===== src/rtl/msi_catcher.sv =====
module msi_catcher #(
  parameter int REG_AW = 12,
  parameter int MON_AW = 64
) (
  input  logic              clk,
  input  logic              rst_n,
  input  logic              reg_wr,
  input  logic [REG_AW-1:0] reg_addr,
  input  logic [31:0]       reg_wdata,
  output logic [31:0]       reg_rdata,
  input  logic              mon_valid,
  input  logic              mon_write,
  input  logic [MON_AW-1:0] mon_addr,
  input  logic [3:0]        mon_be,
  input  logic [31:0]       mon_wdata,
  output logic              mon_claim,
  output logic              irq
);

  localparam int NVEC  = 32;
  localparam int IDX_W = $clog2(NVEC);
  localparam logic [REG_AW-1:0] OFF_ADDR_LO = REG_AW'(12'h820);
  localparam logic [REG_AW-1:0] OFF_ADDR_HI = REG_AW'(12'h824);
  localparam logic [REG_AW-1:0] OFF_ENABLE  = REG_AW'(12'h828);
  localparam logic [REG_AW-1:0] OFF_MASK    = REG_AW'(12'h82C);
  localparam logic [REG_AW-1:0] OFF_PEND    = REG_AW'(12'h830);

  logic [63:0]     door_q;
  logic [NVEC-1:0] en_q, mask_q, pend_q, pend_d, set_vec;
  logic            wr_pend, idx_ok;

  assign wr_pend = reg_wr && (reg_addr == OFF_PEND);

  assign mon_claim = mon_valid && mon_write && (mon_be == 4'b1111) &&
                     (mon_addr[1:0] == 2'b00) &&
                     (64'(mon_addr) == door_q) && (|en_q);

  assign idx_ok  = (mon_wdata[31:IDX_W] == '0);
  assign set_vec = (mon_claim && idx_ok) ?
                   (en_q & (NVEC'(1) << mon_wdata[IDX_W-1:0])) : '0;
  assign pend_d  = (wr_pend ? (pend_q ^ reg_wdata) : pend_q) | set_vec;

  always_ff @(posedge clk) begin
    if (!rst_n) begin
      door_q <= '0;
      en_q   <= '0;
      mask_q <= '0;
      pend_q <= '0;
    end else begin
      if (reg_wr && reg_addr == OFF_ADDR_LO) door_q[31:0]  <= reg_wdata;
      if (reg_wr && reg_addr == OFF_ADDR_HI) door_q[63:32] <= reg_wdata;
      if (reg_wr && reg_addr == OFF_ENABLE)  en_q          <= reg_wdata;
      if (reg_wr && reg_addr == OFF_MASK)    mask_q        <= reg_wdata;
      pend_q <= pend_d;
    end
  end

  always_comb begin
    case (reg_addr)
      OFF_ADDR_LO: reg_rdata = door_q[31:0];
      OFF_ADDR_HI: reg_rdata = door_q[63:32];
      OFF_ENABLE:  reg_rdata = en_q;
      OFF_MASK:    reg_rdata = mask_q;
      OFF_PEND:    reg_rdata = pend_q;
      default:     reg_rdata = '0;
    endcase
  end

  assign irq = |(pend_q & ~mask_q);

  p_capture_sets_r4: assert property (@(posedge clk) disable iff (!rst_n)
    (mon_claim && mon_wdata < 32'(NVEC) && en_q[mon_wdata[IDX_W-1:0]])
    |=> pend_q[$past(mon_wdata[IDX_W-1:0])]);

  p_blocked_vec_r5: assert property (@(posedge clk) disable iff (!rst_n)
    (mon_claim && mon_wdata < 32'(NVEC) && !en_q[mon_wdata[IDX_W-1:0]] && !wr_pend)
    |=> $stable(pend_q));

  p_window_off_r6: assert property (@(posedge clk) disable iff (!rst_n)
    (en_q == '0) |-> !mon_claim);

  p_wide_data_r7: assert property (@(posedge clk) disable iff (!rst_n)
    (mon_claim && mon_wdata >= 32'(NVEC) && !wr_pend) |=> $stable(pend_q));

  p_read_passes_r8: assert property (@(posedge clk) disable iff (!rst_n)
    (mon_valid && !mon_write) |-> !mon_claim);

  p_partial_r9: assert property (@(posedge clk) disable iff (!rst_n)
    (mon_valid && (mon_be != 4'b1111 || mon_addr[1:0] != 2'b00)) |-> !mon_claim);

  p_flip_r10: assert property (@(posedge clk) disable iff (!rst_n)
    (wr_pend && !mon_claim) |=> pend_q == ($past(pend_q) ^ $past(reg_wdata)));

  p_quiet_r11: assert property (@(posedge clk) disable iff (!rst_n)
    (pend_q == '0) |-> !irq);

endmodule


===== config.mk =====
export PLATFORM = sky130hd
export DESIGN_NAME = msi_catcher
export DESIGN_NICKNAME = d
export VERILOG_FILES = /design/src/rtl/msi_catcher.sv
export SDC_FILE = /design/constraint.sdc
export NUM_CORES = 1
export LEC_CHECK = 0
export BUFFER_PORTS_ARGS = -buffer_cell sky130_fd_sc_hd__buf_2
export CORE_MARGIN = 2
export CORE_UTILIZATION = 56
export DETAILED_ROUTE_END_ITERATION = 6
export PLACE_DENSITY = 0.8
export SLEW_MARGIN = 20
export SYNTH_ARGS = -nofsm -noshare
export SYNTH_HDL_FRONTEND = slang
export SYNTH_SLANG_ARGS = --single-unit

===== constraint.sdc =====
create_clock -name clk -period 2.45 [get_ports clk]
set_clock_uncertainty 0.2 [all_clocks]
set_input_delay 0 -clock clk [delete_from_list [all_inputs] [get_ports clk]]
set_output_delay 0 -clock clk [all_outputs]
set_load 0.01 [all_outputs]

==> reports/metrics.csv <==
metric;value;unit
clock_latency;0.43;ns
ff2ff_setup_slack;0.19;ns
antenna_found_initial;0;
num_io_pins;183;
die_area;0.0173;mm^2
timing.final.crit_share;99.6;%
reg2reg_from;door_q[47]$_SDFFE_PN0P_;
synth_area;0.00909;mm^2
layout_common_cells;buf_2, nand2_1, dfxtp_1;
cp.arrival;2.24;ns
critPathKind;flip-flop to output pin;
synth_cell_types;46;
final_nets;1420;
finalWirelength;35.1;mm
synthFlopType;dfxtp_1;
clock_path_buffers;2;
synth-edff-count;0;
layout-drive-gt1-share;21.2;%
synth_fp_nets;1218;
r2r-end;pend_q[14]$_SDFF_PN0_;
seqCellArea;0.00320;mm^2
dp_hpwl;24.2;mm
place_area;0.0102;mm^2
required;2.25;ns
clock.fmax;0.410;GHz
end_kind;output pin;
hold_path.class;input pin to flip-flop;
syn_area_per_cell;8.50;um^2
maxSlewHeadroom;37.4;%
grt_pass1_wl;53.4;mm
critPathMaxFanout;3;
status;finished clean;
drt_iter0_drc;1346;
finalHoldViolCount;0;
min_from;mon_addr[39];
ant_nets;0;
cts_max_level;4;
rows;46;
leakage;4.28;nW
rsz0062_at_grt;no;
cts_root_buffer;clkbuf_16;
worst_pin_slew;0.937;ns
whs;0.0187;ns
peakVddDrop;0.507;mV
ys_ff_latch;160;
numCtsBuffers;17;
min_to;pend_q[31]$_SDFF_PN0_;
synthToLayoutAreaGrowth;25.3;%
power_density;522;mW/mm^2
cap_viol_max_count;0;
grt_pass1_vias;9430;
die_y;131;um
seq_area_frac_synth;35.3;%
final_common_cell;buf_2;
yosysWarnings;0;
grt-ovfl-total;0;
dieWidth;131;um
first_pass_iters;6;
wl_per_cell;23.4;um
tns;0;ns
syn_inst;1069;
port_buffers;182;
design_area;0.0114;mm^2
core;0.0159;mm^2
hold_depth;7;
crit_path_start_kind;flip-flop;
vias;9650;
async_flop_share;0;%
cts_tree;done;
gr-usage-all-layers;40.0;%
period_minus_slack;2.44;ns
viasPerCell;6.43;
finalWeightedCongestion;1.09;
start_util;57.2;%
reg2regPathDepth;7;
grt_max_degree;63;
antenna_cells;0;
cts.clk_slew.worst_paths;0.06;ns
drc_errors;0;
clock-sinks;160;
setup-violations-final;0;
multiInputGateArea;0.00556;mm^2
slew_viol_final;0;
fill_cells;1232;
## repair_timing
item,4_1_cts,5_1_grt
endpoints found under the setup margin,1,1
hold buffers,43,0
pin swaps,1,4
hold endpoints to repair,160,0
resized for setup,5,14
buffers inserted,1,0
## worst max-delay path: stages, from the launching register on
cell     delay, ns
dfxtp_1       0.34
xnor2_2       0.32
nand4_1       0.22
nor3_4        0.32
nand4_1       0.14
nor3_2        0.28
buf_2         0.19
## sequential cells by signal, summed over array words and instances (netlist names)
signal,count
pend_q,32
mask_q,32
en_q,32
door_q,64
## area by class of cell
type                    count  area share, %
flip-flops and latches    160           28.1
inverters                  33           1.09
clock inverters            11           1.44
multi-input cells         804           48.9
repair buffers            255           14.2
well taps                 216           2.37
clock buffers              21           3.87
## worst max-delay path by stage
stage                            start                     to  slack (ns)  depth (start not counted)
2_1_floorplan  door_q[34]$_SDFFE_PN0P_  pend_q[10]$_SDFF_PN0_        0.54                          6
3_3_place_gp   door_q[62]$_SDFFE_PN0P_              mon_claim        0.23                          6
3_5_place_dp   door_q[47]$_SDFFE_PN0P_              mon_claim        0.22                          6
4_1_cts        door_q[56]$_SDFFE_PN0P_              mon_claim        0.02                          6
5_1_grt        door_q[47]$_SDFFE_PN0P_              mon_claim       0.003                          6
6_report       door_q[47]$_SDFFE_PN0P_              mon_claim        0.01                          6
## cells by family after synthesis
group	count (synthesis)	synth area share, %
compound gates	210	15.5
xor+xnor	64	6.17
buf+inv	105	5.11
flops	160	35.3
mux	128	14.1
simple gates	402	23.9
## cell usage after synthesis (2+ instances only)
cell / count / area share, %
mux2i_1: 128 / 14
nand3_1: 35 / 1.9
nor3b_1: 4 / 0.33
nand4_1: 29 / 2.0
a21oi_1: 29 / 1.6
nand2_1: 164 / 6.8
xor2_1: 5 / 0.48
nor3_1: 2 / 0.11
buf_2: 20 / 1.1
nor4_4: 2 / 0.47
nor2_1: 6 / 0.25
o31ai_1: 16 / 1.3
a21boi_0: 67 / 5.5
or3_1: 2 / 0.14
and3_1: 46 / 3.2
buf_6: 6 / 0.74
or2_2: 2 / 0.14
nor2b_1: 67 / 4.6
o21ai_0: 48 / 2.6
clkbuf_1: 45 / 1.9
dfxtp_1: 160 / 35
nor4_1: 24 / 1.7
inv_1: 33 / 1.4
o22ai_1: 15 / 1.0
nor4bb_1: 2 / 0.22
nand4b_1: 3 / 0.29
o221ai_1: 32 / 3.1
xnor2_1: 59 / 5.7
## per-layer routing
layer	vias to the layer above	wire (um)	GRT usage [%]
li1	4212	-	-
met1	4532	13100	51.5
met2	737	15700	62.9
met4	0	2160	24.0
met5	-	0	0
met3	169	4170	6.98
## metrics by stage
step	util, %	total power (W)	setup WS (ns)	cells
2_1_floorplan	-	0.00285	0.541	1069
3_3_place_gp	64.3	0.00311	0.228	1424
3_5_place_dp	64.3	0.00311	0.220	1424
4_1_cts	71.1	0.00589	0.0163	1500
5_1_grt	71.7	0.00606	0.00275	1500
6_report	71.7	0.00595	0.00958	1500
## report_power, final
part	switching, W	internal, W	leakage [nW]	total, W
Sequential	0.000000302	0.00260	1.29	0.00260
Clock	0.00111	0.00170	0.291	0.00281
Combinational	0.000293	0.000241	2.70	0.000534
Total	0.00140	0.00454	4.28	0.00595
No activity file was read; power rests on OpenSTA's default activity.
